==> src/rtl/pwrc_pkg.sv <==
package pwrc_pkg;

  // control word field positions
  localparam int C_LPDS   = 0;
  localparam int C_PDDS   = 1;
  localparam int C_CLRWK  = 2;
  localparam int C_CLRSB  = 3;
  localparam int C_DETEN  = 4;
  localparam int C_LVL_LO = 5;
  localparam int C_LVL_W  = 3;
  localparam int C_BKACC  = 8;
  localparam int C_FPD    = 9;
  localparam int C_PERF   = 14;

  // status word field positions
  localparam int S_WUF    = 0;
  localparam int S_SBF    = 1;
  localparam int S_DET    = 2;
  localparam int S_BRR    = 3;
  localparam int S_WEN    = 8;
  localparam int S_BRE    = 9;
  localparam int S_MRDY   = 14;

  localparam int MIN_DATA_W = 15;

  typedef struct packed {
    logic               perf;
    logic               fpd;
    logic               bkacc;
    logic [C_LVL_W-1:0] lvl;
    logic               det_en;
    logic               pdds;
    logic               lpds;
  } ctrl_t;

  typedef struct packed {
    logic wuf;
    logic sbf;
    logic det;
    logic brr;
    logic mrdy;
  } flags_t;

endpackage

==> src/rtl/pwrc_pin_sync.sv <==
module pwrc_pin_sync #(
  parameter int SYNC_STAGES = 2,
  parameter int NUM_RTC_EVT = 4
) (
  input  logic                   clk,
  input  logic                   rst_n,
  input  logic                   pin,
  input  logic                   pin_en,
  input  logic [NUM_RTC_EVT-1:0] rtc_evt,
  output logic                   wake_set
);

  logic [SYNC_STAGES-1:0] chain;
  logic                   pin_s;
  logic                   pin_q;
  logic                   en_q;
  logic                   pin_rise;
  logic                   en_rise;

  generate
    for (genvar g = 0; g < SYNC_STAGES; g++) begin : g_stage
      if (g == 0) begin : g_first
        always_ff @(posedge clk or negedge rst_n) begin
          if (!rst_n) chain[0] <= 1'b0;
          else        chain[0] <= pin;
        end
      end else begin : g_next
        always_ff @(posedge clk or negedge rst_n) begin
          if (!rst_n) chain[g] <= 1'b0;
          else        chain[g] <= chain[g-1];
        end
      end
    end
  endgenerate

  assign pin_s = chain[SYNC_STAGES-1];

  always_ff @(posedge clk or negedge rst_n) begin
    if (!rst_n) begin
      pin_q <= 1'b0;
      en_q  <= 1'b0;
    end else begin
      pin_q <= pin_s;
      en_q  <= pin_en;
    end
  end

  assign pin_rise = pin_s & ~pin_q;
  assign en_rise  = pin_en & ~en_q;
  assign wake_set = (pin_en & pin_rise) | (en_rise & pin_s) | (|rtc_evt);

  // with the pin disabled and no RTC event nothing may request a wakeup
  p_quiet_when_off_r4: assert property (@(posedge clk) disable iff (!rst_n)
    (!pin_en && rtc_evt == '0) |-> !wake_set);

endmodule

==> src/rtl/pwrc_flags.sv <==
module pwrc_flags (
  input  logic                  clk,
  input  logic                  core_rst_n,
  input  logic                  por_n,
  input  logic                  bkp_rst_n,
  input  logic                  wake_set,
  input  logic                  clr_wuf,
  input  logic                  stby_exit,
  input  logic                  clr_sbf,
  input  logic                  det_en,
  input  logic                  det_below,
  input  logic                  breg_en,
  input  logic                  breg_ok,
  input  logic                  main_ok,
  output pwrc_pkg::flags_t      flags,
  output logic                  det_evt
);

  logic wuf, sbf, det, det_q, brr, mrdy;

  always_ff @(posedge clk or negedge core_rst_n) begin
    if (!core_rst_n) begin
      wuf   <= 1'b0;
      det   <= 1'b0;
      det_q <= 1'b0;
      mrdy  <= 1'b0;
    end else begin
      if (wake_set)     wuf <= 1'b1;
      else if (clr_wuf) wuf <= 1'b0;
      det   <= det_en & det_below;
      det_q <= det;
      mrdy  <= main_ok;
    end
  end

  always_ff @(posedge clk or negedge por_n) begin
    if (!por_n)         sbf <= 1'b0;
    else if (stby_exit) sbf <= 1'b1;
    else if (clr_sbf)   sbf <= 1'b0;
  end

  always_ff @(posedge clk or negedge bkp_rst_n) begin
    if (!bkp_rst_n) brr <= 1'b0;
    else            brr <= breg_en & breg_ok;
  end

  assign det_evt    = det ^ det_q;
  assign flags.wuf  = wuf;
  assign flags.sbf  = sbf;
  assign flags.det  = det;
  assign flags.brr  = brr;
  assign flags.mrdy = mrdy;

  p_wake_sets_r5: assert property (@(posedge clk) disable iff (!core_rst_n)
    wake_set |=> wuf);

  p_clear_wins_alone_r3: assert property (@(posedge clk) disable iff (!core_rst_n)
    (clr_wuf && !wake_set) |=> !wuf);

  p_stby_sets_r7: assert property (@(posedge clk) disable iff (!por_n)
    stby_exit |=> sbf);

  p_det_off_r8: assert property (@(posedge clk) disable iff (!core_rst_n)
    !det_en |=> !det);

  p_det_on_r8: assert property (@(posedge clk) disable iff (!core_rst_n)
    (det_en && det_below) |=> det);

  p_brr_needs_en_r10: assert property (@(posedge clk) disable iff (!bkp_rst_n)
    !breg_en |=> !brr);

endmodule

==> src/rtl/pwrc_regs.sv <==
module pwrc_regs #(
  parameter int ADDR_W   = 4,
  parameter int DATA_W   = 32,
  parameter int CTRL_OFS = 0,
  parameter int STAT_OFS = 4
) (
  input  logic              clk,
  input  logic              core_rst_n,
  input  logic              bkp_rst_n,
  input  logic [ADDR_W-1:0] bus_addr,
  input  logic              bus_wr,
  input  logic [DATA_W-1:0] bus_wdata,
  input  logic              stby_exit,
  input  pwrc_pkg::flags_t  flags,
  output pwrc_pkg::ctrl_t   ctrl,
  output logic              wkup_en,
  output logic              breg_en,
  output logic              clr_wuf,
  output logic              clr_sbf,
  output logic [DATA_W-1:0] bus_rdata
);
  import pwrc_pkg::*;

  localparam logic [ADDR_W-1:0] A_CTRL = ADDR_W'(CTRL_OFS);
  localparam logic [ADDR_W-1:0] A_STAT = ADDR_W'(STAT_OFS);

  logic  sel_ctrl, sel_stat, wr_ctrl, wr_stat;
  ctrl_t ctrl_q, ctrl_wr;

  assign sel_ctrl = (bus_addr == A_CTRL);
  assign sel_stat = (bus_addr == A_STAT);
  assign wr_ctrl  = bus_wr & sel_ctrl;
  assign wr_stat  = bus_wr & sel_stat;

  always_comb begin
    ctrl_wr.lpds   = bus_wdata[C_LPDS];
    ctrl_wr.pdds   = bus_wdata[C_PDDS];
    ctrl_wr.det_en = bus_wdata[C_DETEN];
    ctrl_wr.lvl    = bus_wdata[C_LVL_LO +: C_LVL_W];
    ctrl_wr.bkacc  = bus_wdata[C_BKACC];
    ctrl_wr.fpd    = bus_wdata[C_FPD];
    ctrl_wr.perf   = bus_wdata[C_PERF];
  end

  always_ff @(posedge clk or negedge core_rst_n) begin
    if (!core_rst_n) begin
      ctrl_q  <= '0;
      wkup_en <= 1'b0;
    end else begin
      if (wr_ctrl)   ctrl_q <= ctrl_wr;
      if (stby_exit) ctrl_q.det_en <= 1'b0;
      if (wr_stat)   wkup_en <= bus_wdata[S_WEN];
    end
  end

  always_ff @(posedge clk or negedge bkp_rst_n) begin
    if (!bkp_rst_n)   breg_en <= 1'b0;
    else if (wr_stat) breg_en <= bus_wdata[S_BRE];
  end

  assign clr_wuf = wr_ctrl & bus_wdata[C_CLRWK];
  assign clr_sbf = wr_ctrl & bus_wdata[C_CLRSB];
  assign ctrl    = ctrl_q;

  always_comb begin
    bus_rdata = '0;
    if (sel_ctrl) begin
      bus_rdata[C_LPDS]                = ctrl_q.lpds;
      bus_rdata[C_PDDS]                = ctrl_q.pdds;
      bus_rdata[C_DETEN]               = ctrl_q.det_en;
      bus_rdata[C_LVL_LO +: C_LVL_W]   = ctrl_q.lvl;
      bus_rdata[C_BKACC]               = ctrl_q.bkacc;
      bus_rdata[C_FPD]                 = ctrl_q.fpd;
      bus_rdata[C_PERF]                = ctrl_q.perf;
    end else if (sel_stat) begin
      bus_rdata[S_WUF]  = flags.wuf;
      bus_rdata[S_SBF]  = flags.sbf;
      bus_rdata[S_DET]  = flags.det;
      bus_rdata[S_BRR]  = flags.brr;
      bus_rdata[S_WEN]  = wkup_en;
      bus_rdata[S_BRE]  = breg_en;
      bus_rdata[S_MRDY] = flags.mrdy;
    end
  end

  // a standby exit always leaves the detector disabled
  p_stby_kills_det_r8: assert property (@(posedge clk) disable iff (!core_rst_n)
    stby_exit |=> !ctrl_q.det_en);

  // a write aimed at neither word leaves the control word unchanged
  p_unmapped_write_r1: assert property (@(posedge clk) disable iff (!core_rst_n)
    (bus_wr && !sel_ctrl && !sel_stat && !stby_exit) |=> $stable(ctrl_q));

endmodule

==> src/rtl/pwr_ctl_regs.sv <==
module pwr_ctl_regs #(
  parameter int ADDR_W      = 4,
  parameter int DATA_W      = 32,
  parameter int CTRL_OFS    = 0,
  parameter int STAT_OFS    = 4,
  parameter int SYNC_STAGES = 2,
  parameter int NUM_RTC_EVT = 4
) (
  input  logic                   clk,
  input  logic                   por_n,
  input  logic                   sys_rst_n,
  input  logic                   bkp_rst_n,
  input  logic [ADDR_W-1:0]      bus_addr,
  input  logic                   bus_wr,
  input  logic [DATA_W-1:0]      bus_wdata,
  output logic [DATA_W-1:0]      bus_rdata,
  input  logic                   wkup_pin,
  input  logic [NUM_RTC_EVT-1:0] rtc_evt,
  input  logic                   stby_exit,
  input  logic                   det_below,
  input  logic                   breg_ok,
  input  logic                   main_ok,
  output logic                   lpds_sel,
  output logic                   pdds_sel,
  output logic                   det_en,
  output logic [2:0]             det_lvl,
  output logic                   bkp_wr_en,
  output logic                   flash_pd,
  output logic                   perf_mode,
  output logic                   wkup_pin_en,
  output logic                   breg_en,
  output logic                   det_evt
);
  import pwrc_pkg::*;

  initial begin
    if (DATA_W < MIN_DATA_W) $error("DATA_W too small for the register layout");
    if (SYNC_STAGES < 1)     $error("SYNC_STAGES must be at least 1");
  end

  logic   core_rst_n;
  logic   wake_set;
  logic   clr_wuf, clr_sbf;
  ctrl_t  ctrl;
  flags_t flags;

  assign core_rst_n = por_n & sys_rst_n;

  pwrc_pin_sync #(
    .SYNC_STAGES (SYNC_STAGES),
    .NUM_RTC_EVT (NUM_RTC_EVT)
  ) u_pin (
    .clk      (clk),
    .rst_n    (core_rst_n),
    .pin      (wkup_pin),
    .pin_en   (wkup_pin_en),
    .rtc_evt  (rtc_evt),
    .wake_set (wake_set)
  );

  pwrc_regs #(
    .ADDR_W   (ADDR_W),
    .DATA_W   (DATA_W),
    .CTRL_OFS (CTRL_OFS),
    .STAT_OFS (STAT_OFS)
  ) u_regs (
    .clk        (clk),
    .core_rst_n (core_rst_n),
    .bkp_rst_n  (bkp_rst_n),
    .bus_addr   (bus_addr),
    .bus_wr     (bus_wr),
    .bus_wdata  (bus_wdata),
    .stby_exit  (stby_exit),
    .flags      (flags),
    .ctrl       (ctrl),
    .wkup_en    (wkup_pin_en),
    .breg_en    (breg_en),
    .clr_wuf    (clr_wuf),
    .clr_sbf    (clr_sbf),
    .bus_rdata  (bus_rdata)
  );

  pwrc_flags u_flags (
    .clk        (clk),
    .core_rst_n (core_rst_n),
    .por_n      (por_n),
    .bkp_rst_n  (bkp_rst_n),
    .wake_set   (wake_set),
    .clr_wuf    (clr_wuf),
    .stby_exit  (stby_exit),
    .clr_sbf    (clr_sbf),
    .det_en     (ctrl.det_en),
    .det_below  (det_below),
    .breg_en    (breg_en),
    .breg_ok    (breg_ok),
    .main_ok    (main_ok),
    .flags      (flags),
    .det_evt    (det_evt)
  );

  assign lpds_sel  = ctrl.lpds;
  assign pdds_sel  = ctrl.pdds;
  assign det_en    = ctrl.det_en;
  assign det_lvl   = ctrl.lvl;
  assign bkp_wr_en = ctrl.bkacc;
  assign flash_pd  = ctrl.fpd;
  assign perf_mode = ctrl.perf;

endmodule

==> config.mk <==
export PLATFORM = sky130hd
export DESIGN_NAME = pwr_ctl_regs
export DESIGN_NICKNAME = d
export VERILOG_FILES = /design/src/rtl/pwrc_pkg.sv /design/src/rtl/pwrc_pin_sync.sv /design/src/rtl/pwrc_flags.sv /design/src/rtl/pwrc_regs.sv /design/src/rtl/pwr_ctl_regs.sv
export SDC_FILE = /design/constraint.sdc
export NUM_CORES = 1
export LEC_CHECK = 0
export BUFFER_PORTS_ARGS = -buffer_cell sky130_fd_sc_hd__buf_4
export CORE_MARGIN = 2
export CORE_UTILIZATION = 30
export DETAILED_ROUTE_END_ITERATION = 6
export PLACE_DENSITY = 0.71
export SLEW_MARGIN = 20
export SYNTH_ARGS = -nofsm -noshare
export SYNTH_HDL_FRONTEND = slang
export SYNTH_SLANG_ARGS = --single-unit
==> constraint.sdc <==
create_clock -name clk -period 1.3 [get_ports clk]
set_input_delay 0.13 -clock clk [delete_from_list [all_inputs] [get_ports clk]]
set_output_delay 0.13 -clock clk [all_outputs]
set_load 0.005 [all_outputs]
==> results of run 1 <==
-- synth_stat cells (all sizes together) --
| cell | count | area [um2] |
|---|---|---|
| nor4b | 1 | 23.77 |
| dfrtp | 21 | 525.5 |
| nand2b | 1 | 6.260 |
| or4 | 1 | 7.510 |
| conb | 1 | 3.750 |
| a21oi | 1 | 5.000 |
| nand4b | 1 | 8.760 |
| and2 | 10 | 62.56 |
| nand3 | 2 | 10.01 |
| buf | 23 | 170.2 |
| a22o | 5 | 43.79 |
| nor4 | 1 | 21.27 |
| o21ai | 1 | 5.000 |
| xor2 | 1 | 8.760 |
| a21o | 1 | 7.510 |
| mux2 | 10 | 112.6 |
| a211o | 1 | 8.760 |
| nand2 | 2 | 10.01 |
-- per-layer routing --
layer | up-vias | wire length [um]
li1 | 371 | -
met1 | 374 | 931
met2 | 54 | 1163
met3 | 0 | 239
met4 | 0 | 0
met5 | - | 0
-- repair_timing --
item                                    in CTS  in global routing
endpoints found under the setup margin       0                  4
hold endpoints to repair                    23                  0
buffers inserted                             0                  1
hold buffers                                 5                  0
-- critical path, stage by stage, from the launching register on --
cell     delay (ns)
dfrtp_1        0.44
a22o_1         0.23
buf_4          0.13
-- placed cells by master (no fill, tap or decap) --
| master | count |
|---|---|
| buf_12 | 1 |
| or4_1 | 1 |
| and2_1 | 10 |
| dlygate4sd3_1 | 5 |
| clkbuf_4 | 3 |
| mux2_1 | 8 |
| mux2_2 | 2 |
| o21ai_0 | 1 |
| nand4b_1 | 1 |
| nor4_4 | 1 |
| nand2_2 | 1 |
| a21oi_1 | 1 |
| buf_4 | 58 |
| nand3_1 | 2 |
| nand2b_1 | 1 |
| nand2_1 | 1 |
| conb_1 | 21 |
| dfrtp_1 | 21 |
| a22o_1 | 5 |
| a211o_1 | 1 |
| nor4b_4 | 1 |
| clkbuf_1 | 1 |
| a21o_1 | 1 |
| xor2_1 | 1 |
-- logic make-up after synthesis --
group,after synthesis,synth area share [%]
compound gates,9,6.730
xor+xnor,1,0.8415
mux,10,10.82
other cells,1,0.3602
buf+inv,23,16.35
flops,21,50.48
simple gates,19,14.42
-- worst min-delay path by stage --
stage	cells after the start	end	slack, ns
floorplan	0	u_flags.brr	-0.17
CTS	2	u_flags.sbf	0.02
global route	2	u_flags.sbf	0.01
detailed placement	1	u_flags.sbf	-0.09
finish	2	u_flags.sbf	0.02
global placement	1	u_flags.sbf	-0.09
-- per-stage QoR --
step	cell area [um2]	util, %	total power [mW]	std cells
final	1535	46.01	1.476	195
after global routing	1535	46.01	1.556	195
after CTS	1528	45.78	1.494	194
after detailed placement	1451	43.49	1.168	185
after global placement	1451	43.49	1.153	185
after floorplan	1116	-	0.9650	104
-- power groups by stage --
stage          Sequential [mW]  Clock [mW]  Combinational (mW)
2_1_floorplan            0.815           0               0.150
3_3_place_gp             0.819           0               0.334
3_5_place_dp             0.823           0               0.344
4_1_cts                  0.812       0.325               0.357
5_1_grt                  0.823       0.346               0.387
6_report                 0.811       0.313               0.351
-- cell type report --
cell class	instances	area, um2	share of cell area, %
sequential	21	525.5	34.23
timing repair buffer	64	505.5	32.93
multi-input combinational	60	420.4	27.38
tap	46	57.56	3.749
clock buffer	4	26.28	1.711
==> results.yml, run 1 <==
worst_hold_path:
  worst_hold_startpoint: "stby_exit"
  hp-class: "primary input to flip-flop"
flow_run:
  max-cap-violations: 0
setup_path:
  setup.worst_path.start_class: "flip-flop"
  r2r_slack_ns: 0.40
  worstSetupPathType: "flip-flop to primary output"
  cp-endpoint: "bus_rdata[8]"
  rr_worst_depth: 3
  cp-end-kind: "primary output"
  cp_max_fo: 5
  worstPathRequired_ns: 1.17
  worst-endpoint-arrival_ns: 1.10
  regToRegEndpoint: "u_flags.wuf"
  crit_start: "u_regs.wkup_en"
  r2r_start: "u_regs.wkup_en"
floorplanning:
  fp.coreArea_um2: 3337
  die_h_um: 62.91
  dieArea_um2: 3957
  ioPinCount: 94
  start_util_pct: 31.20
  die_w_um: 62.91
  rows: 21
finish:
  largest_register_ffs: 9
  fillers: 319
  finalNetCount: 200
  area_delta_synth_final_pct: 47.48
  n_antenna_cell: 0
  drive_above_1_share_pct: 44.97
synthesis:
  syn-instance-count: 84
  ys_seq_elements: 21
  avgSynthCellArea_um2: 12.39
  yosysSeqAreaShare_pct: 50.48
  synth.distinct_cells: 21
  synth_area_um2: 1041
  ys_warn_count: 0
global_route:
  grt_pass1_wl_um: 3732
  grt.met3_usage_pct: 4.324
  top_usage_layer: "met2"
  grt_pass1_vias: 826
  gr-total-overflow: 0
  grt_use_met2_pct: 21.41
  antenna_found_initial: 0
  grt_max_degree: 19
  grtUsageTotal_pct: 12.27
  met1_usage_pct: 14.01
power_and_ir_drop:
  combPwrFrac_pct: 23.8
  switching_share_pct: 26.15
  p_int_mw: 1.090
  pwr_density_cell_nw_per_um2: 961.4
  ir_drop_mv: 0.6427
  power_frac_clock_pct: 21.2
  seq_power_share_pct: 55.0
  p_leak_nw: 0.7887
  switching_power_uw: 386.0
detailed_routing:
  vias_per_cell: 4.097
  ant_nets: 0
  first_pass_iters: 2
  vias: 799
  drc: 0
  routed_wl_um: 2334
  wire_per_inst_um: 11.97
  drt_iter0_markers: 6
timing:
  tns_ns: 0
  setup_viol: 0
  finalWorstSetupSlack_ns: 0.07455
  finalCritPeriodShare_pct: 94.27
  min_period_ns: 1.225
  hold_viol_final: 0
  hold_ws_ns: 0.01836
  drv_slew: 0
  grt_setup_unrepaired: "no"
  clock_skew_ns: 0.0005935
  timing.fmax_mhz: 816.0
place:
  place_congestion: 0.6657
  place_ws_ns: -0.08033
  portBuffers: 51
  dp_hpwl_um: 1838
cts:
  cts_resized: 0
  clock_sinks: 21
  tritoncts: "built"
  numCtsBuffers: 3
  cts_root_buf: "clkbuf_4"
  cts.clk_slew.worst_paths_ns: 0.11
  cts_buffer_depth: 2
  clk_latency_ns: 0.30
  htree_levels: 1
run_status:
  status: "finished clean"
No activity file was read; power rests on OpenSTA's default activity.
==> run 2: changes to the inputs <==
--- a/config.mk
+++ b/config.mk
@@ -9,8 +9,9 @@
 export CORE_MARGIN = 2
 export CORE_UTILIZATION = 30
 export DETAILED_ROUTE_END_ITERATION = 6
-export PLACE_DENSITY = 0.71
+export PLACE_DENSITY = 0.7
 export SLEW_MARGIN = 20
 export SYNTH_ARGS = -nofsm -noshare
 export SYNTH_HDL_FRONTEND = slang
+export SYNTH_HIERARCHICAL = 1
 export SYNTH_SLANG_ARGS = --single-unit
==> results.yml, run 2 <==
detailed_routing:
  drc: 0
  wire_per_inst_um: 11.75
  routed_wl_um: 2326
  vias: 813
  ant_nets: 0
  vias_per_cell: 4.106
  first_pass_iters: 2
  drt_iter0_markers: 12
global_route:
  grt_pass1_vias: 839
  antenna_found_initial: 0
  grtUsageTotal_pct: 11.42
  grt_pass1_wl_um: 3712
  gr-total-overflow: 0
  grt_max_degree: 19
cts:
  clk_latency_ns: 0.30
  tritoncts: "built"
  cts_resized: 0
  htree_levels: 1
  cts_buffer_depth: 2
  cts_root_buf: "clkbuf_4"
  cts.clk_slew.worst_paths_ns: 0.11
  numCtsBuffers: 3
  clock_sinks: 21
synthesis:
  yosysSeqAreaShare_pct: 47.78
  synth_area_um2: 1100
  synthMuxAreaShare_pct: 10.24
  synth_top_family_by_area: "buffers and inverters"
  synth_edf_count: 0
  ys_warn_count: 6
  synth_top_cell_area_share_pct: 47.78
  syn-instance-count: 91
  yosys.cell_count.top_type: "buf_4"
  yosys.area_share.simple_pct: 14.11
  synth-xor-area-share_pct: 0.7964
  synthAdderAreaFrac_pct: 0
  synth-compound-area-share_pct: 7.167
  yosys-top-cells-count: "buf_4 (27), dfrtp_1 (21), mux2_1 (10)"
  postSynth.asyncResetShare_pct: 100.0
  synthFlopType: "dfrtp_1"
  ys_seq_elements: 21
  synth.distinct_cells: 21
  synth_area_leaders: "dfrtp_1 (48%), buf_4 (18%), mux2_1 (10%)"
  synth_top_cell_by_area: "dfrtp_1"
  avgSynthCellArea_um2: 12.09
timing:
  min_period_ns: 1.244
  finalWorstSetupSlack_ns: 0.05636
  hold_ws_ns: 0.02301
  tns_ns: 0
  grt_setup_unrepaired: "no"
  timing.fmax_mhz: 804.1
  drv_slew: 0
  setup_viol: 0
  clock_skew_ns: 0.0006152
  finalCritPeriodShare_pct: 95.66
  hold_viol_final: 0
place:
  place_congestion: 0.6620
  portBuffers: 51
  place_ws_ns: -0.06977
  dpl-instance-area_um2: 1480
  dp_hpwl_um: 1887
power_and_ir_drop:
  p_leak_nw: 0.8095
  ir_drop_mv: 0.6085
  pwr_density_cell_nw_per_um2: 956.7
finish:
  area_delta_synth_final_pct: 41.18
  final_cell_mix: "buf_4 (60), dfrtp_1 (21), conb_1 (21)"
  drive_above_1_share_pct: 48.68
  finalNetCount: 203
  fillers: 338
  n_antenna_cell: 0
  final_common_cell: "buf_4"
  largest_register_ffs: 9
  final_area_um2: 1553
floorplanning:
  die_w_um: 64.55
  ioPinCount: 94
  dieArea_um2: 4166
  die_h_um: 64.55
  fp.coreArea_um2: 3416
  rows: 21
  start_util_pct: 32.20
setup_path:
  slowest_stage: "nor4b_4"
  worstPathRequired_ns: 1.17
  r2r_start: "u_regs/wkup_en"
  regToRegEndpoint: "u_flags/wuf"
  r2r_slack_ns: 0.32
  worstSetupPathType: "primary input to primary output"
  setup.worst_path.start_class: "primary input"
  cp-endpoint: "bus_rdata[0]"
  worst-endpoint-arrival_ns: 1.11
  crit_start: "bus_addr[1]"
  crit_chain: "buf_4 -> buf_4 -> nor4b_4 -> buf_4 -> a22o_2 -> buf_4"
  worst_path_most_repeated_cell: "buf_4"
  cp_max_fo: 8
  cp-end-kind: "primary output"
  cp_slowest_stage_delay_ns: 0.26
  rr_worst_depth: 3
run_status:
  status: "finished clean"
flow_run:
  max-cap-violations: 0
worst_hold_path:
  hp-class: "primary input to flip-flop"
-- run 2: cell count changes after synthesis, moves of 2 or more --
| cell | previous run | this run |
|---|---|---|
| nand3_1 | 2 | 0 |
| a22o_1 | 5 | 0 |
| mux2_2 | 2 | 0 |
| mux2_1 | 8 | 10 |
| and2_1 | 10 | 8 |
| a22o_2 | 0 | 5 |
| and3_1 | 0 | 2 |
| inv_1 | 0 | 2 |
| buf_4 | 22 | 27 |
| and2_2 | 0 | 2 |
-- run 2: area by class of cell --
cell class	instances	area (um2)	area share, %
inverter	2	7.507	0.4835
sequential	21	525.5	33.84
timing repair buffer	65	500.5	32.23
clock buffer	3	22.52	1.450
tap	46	57.56	3.707
clock inverter	1	5.005	0.3223
multi-input combinational	60	434.2	27.96
-- run 2: report_power, final --
| group | leakage, nW | switching (mW) | total (mW) | internal, mW |
|---|---|---|---|---|
| clock network | 0.0177 | 0.193 | 0.308 | 0.115 |
| registers | 0.262 | 0.0599 | 0.804 | 0.744 |
| logic | 0.530 | 0.133 | 0.374 | 0.241 |
-- run 2: cell families after synthesis --
group | count (synthesis)
AO/OA/AOI/OAI | 9
XOR/XNOR | 1
buffers and inverters | 30
flip-flops | 21
multiplexers | 10
other | 1
AND/OR/NAND/NOR | 19
-- run 2: worst min-delay path by stage --
| stage | start | end | depth (start not counted) |
|---|---|---|---|
| global placement | por_n | u_flags/sbf | 1 |
| detailed placement | por_n | u_flags/sbf | 1 |
| CTS | stby_exit | u_flags/sbf | 2 |
| floorplan | bkp_rst_n | u_flags/brr | 0 |
| global route | stby_exit | u_flags/sbf | 2 |
| finish | stby_exit | u_flags/sbf | 2 |
-- run 2: per-layer routing --
metal | track usage [%] | wire length (um) | vias to the layer above
li1 | - | - | 381
met1 | 12.60 | 868 | 382
met2 | 20.96 | 1206 | 48
met3 | 3.646 | 239 | 2
met4 | 3.191 | 10 | 0
met5 | 0 | 0 | -
-- run 2: what timing repair did --
action,in CTS,in global routing
hold buffers,5,0
endpoints found under the setup margin,4,1
hold endpoints to repair,23,0
setup buffers,0,2
-- run 2: per-stage QoR --
stage	util, %	cells	power (mW)
after CTS	45.02	196	1.490
after floorplan	-	111	0.9714
after detailed placement	43.33	188	1.170
after global routing	45.46	198	1.583
final	45.46	198	1.485
after global placement	43.33	188	1.150
-- run 2: critical path: cells and delay by family --
family,cells,cell delay (ns)
compound gates,1,0.16
buf+inv,4,0.56
simple gates,1,0.26
==> run 3: changes to the inputs <==
--- a/config.mk
+++ b/config.mk
@@ -5,11 +5,12 @@
 export SDC_FILE = /design/constraint.sdc
 export NUM_CORES = 1
 export LEC_CHECK = 0
+export ABC_AREA = 1
 export BUFFER_PORTS_ARGS = -buffer_cell sky130_fd_sc_hd__buf_4
 export CORE_MARGIN = 2
-export CORE_UTILIZATION = 30
+export CORE_UTILIZATION = 35
 export DETAILED_ROUTE_END_ITERATION = 6
-export PLACE_DENSITY = 0.7
+export PLACE_DENSITY = 0.77
 export SLEW_MARGIN = 20
 export SYNTH_ARGS = -nofsm -noshare
 export SYNTH_HDL_FRONTEND = slang
==> results.yml, run 3 <==
run_status:
  status: "finished clean"
setup_path:
  setup.worst_path.start_class: "primary input"
  worst-endpoint-arrival_ns: 1.05
  worstPathRequired_ns: 1.17
  r2r_slack_ns: 0.53
  cp_slowest_stage_delay_ns: 0.27
  slowest_stage: "nor2_2"
  worstSetupPathType: "primary input to primary output"
  worst_path_most_repeated_cell: "buf_4"
  crit_start: "bus_addr[1]"
  r2r_start: "u_regs/wkup_en"
  crit_family: "buffers and inverters"
  worstPathBufferInverterCount: 3
  cp_max_fo: 7
  crit_chain: "buf_4 -> nor2_2 -> buf_4 -> nand3_1 -> o21ai_0 -> buf_4"
  cp-end-kind: "primary output"
floorplanning:
  ioPinCount: 94
  dieArea_um2: 3813
  die_h_um: 61.75
  start_util_pct: 37.62
  fp.coreArea_um2: 3103
  rows: 20
  die_w_um: 61.75
power_and_ir_drop:
  p_leak_nw: 0.8933
  ir_drop_mv: 0.4413
  pwr_density_cell_nw_per_um2: 932.5
timing:
  grt_setup_unrepaired: "no"
  min_period_ns: 1.179
  clock_skew_ns: 0.0004297
  finalCritPeriodShare_pct: 90.71
  setup_viol: 0
  hold_ws_ns: 0.01688
  timing.fmax_mhz: 848.0
  drv_slew: 0
  hold_viol_final: 0
  tns_ns: 0
cts:
  cts_buffer_depth: 2
  cts_root_buf: "clkbuf_4"
  tritoncts: "built"
  numCtsBuffers: 3
  cts.clk_slew.worst_paths_ns: 0.11
  clock_sinks: 21
  htree_levels: 1
  clk_latency_ns: 0.28
finish:
  drive_above_1_share_pct: 31.00
  finalNetCount: 251
  n_antenna_cell: 0
  final_common_cell: "buf_4"
  final_cell_mix: "buf_4 (53), inv_1 (29), nand2_1 (28)"
  largest_register_ffs: 9
  fillers: 336
  area_delta_synth_final_pct: 33.44
place:
  place_congestion: 0.7042
  dp_hpwl_um: 1890
  portBuffers: 51
detailed_routing:
  wire_per_inst_um: 9.455
  vias_per_cell: 3.787
  drt_iter0_markers: 9
  first_pass_iters: 4
  drc: 0
  vias: 924
  ant_nets: 0
  routed_wl_um: 2307
global_route:
  grt_pass1_vias: 849
  grtUsageTotal_pct: 12.51
  antenna_found_initial: 0
  grt_max_degree: 19
  grt_pass1_wl_um: 3546
  gr-total-overflow: 0
synthesis:
  synthFlopType: "dfrtp_1"
  yosysSeqAreaShare_pct: 45.02
  synth_top_cell_by_area: "dfrtp_1"
  synth_edf_count: 0
  avgSynthCellArea_um2: 7.996
  synth_top_cell_area_share_pct: 45.02
  ys_warn_count: 6
  syn-instance-count: 146
  synth_area_leaders: "dfrtp_1 (45%), buf_4 (17%), inv_1 (9.3%)"
  synth_area_um2: 1167
  yosys.cell_count.top_type: "inv_1"
  ys_seq_elements: 21
  postSynth.asyncResetShare_pct: 100.0
  yosys-top-cells-count: "inv_1 (29), nand2_1 (28), buf_4 (27)"
  synth.distinct_cells: 14
worst_hold_path:
  worst_hold_startpoint: "det_below"
  hp-class: "primary input to flip-flop"
flow_run:
  max-cap-violations: 0
run 3: changes by cell type after synthesis, sizes merged, moves of 5 or more:
cell   change
inv       +27
nand2     +27
nor2      +13
nand3     +12
o21ai     +12
and2      -10
mux2      -10
a22o       -5
run 3: area by class of cell:
type	count	area, um2	share of cell area, %
Clock buffer	4	26.28	1.687
Inverter	29	108.9	6.988
Multi-Input combinational cell	88	394.1	25.30
Sequential cell	21	525.5	33.74
Tap cell	44	55.05	3.534
Timing Repair Buffer	58	447.9	28.76
run 3: worst min-delay path: stages:
cell and delay, ns:
buf_4 0.07, nand2_1 0.04, inv_1 0.04
run 3: power by group:
group / total [mW] / internal (mW) / switching [mW]
Clock: 0.295 / 0.119 / 0.175
Sequential: 0.792 / 0.739 / 0.0523
Combinational: 0.366 / 0.206 / 0.160
Total: 1.45 / 1.06 / 0.388
run 3: timing repair:
action	CTS	global route
endpoints found under the hold margin	23	0
gates resized for setup	0	0
hold buffers	5	0
buffers inserted	0	0
run 3: logic make-up (layout without fill, tap and decap cells):
| group | count (synthesis) | after routing | synth area share, % |
|---|---|---|---|
| simple gates | 54 | 54 | 21.44 |
| other cells | 1 | 21 | 0.3212 |
| buf+inv | 57 | 91 | 27.65 |
| compound gates | 13 | 13 | 5.573 |
| flops | 21 | 21 | 45.02 |
run 3: through the flow:
| stage | setup slack, ns | util (%) | instances | total power [mW] | area [um2] |
|---|---|---|---|---|---|
| after floorplan | 0.4093 | - | 166 | 0.9903 | 1242 |
| after global placement | 0.1228 | 47.74 | 235 | 1.156 | 1481 |
| after detailed placement | 0.08261 | 47.74 | 235 | 1.167 | 1481 |
| after CTS | 0.1125 | 50.20 | 244 | 1.481 | 1558 |
| after global routing | 0.02408 | 50.20 | 244 | 1.548 | 1558 |
| final | 0.1208 | 50.20 | 244 | 1.453 | 1558 |
run 3: per-layer routing:
layer	GRT usage [%]	wire, um	vias up
met5	0	0	-
met4	5.471	27	0
met3	1.449	94	2
met2	22.26	1249	29
met1	15.21	935	399
li1	-	-	494
run 3: path summary, 6_finish.rpt:
path	end	depth (start not counted)
min	u_flags/det	3
max reg2reg	u_flags/wuf	4
max in group asynchronous	u_regs/ctrl[6]	5
max	bus_rdata[0]	6
min in group asynchronous	u_flags/sbf	2
min reg2reg	u_pin/pin_s	0
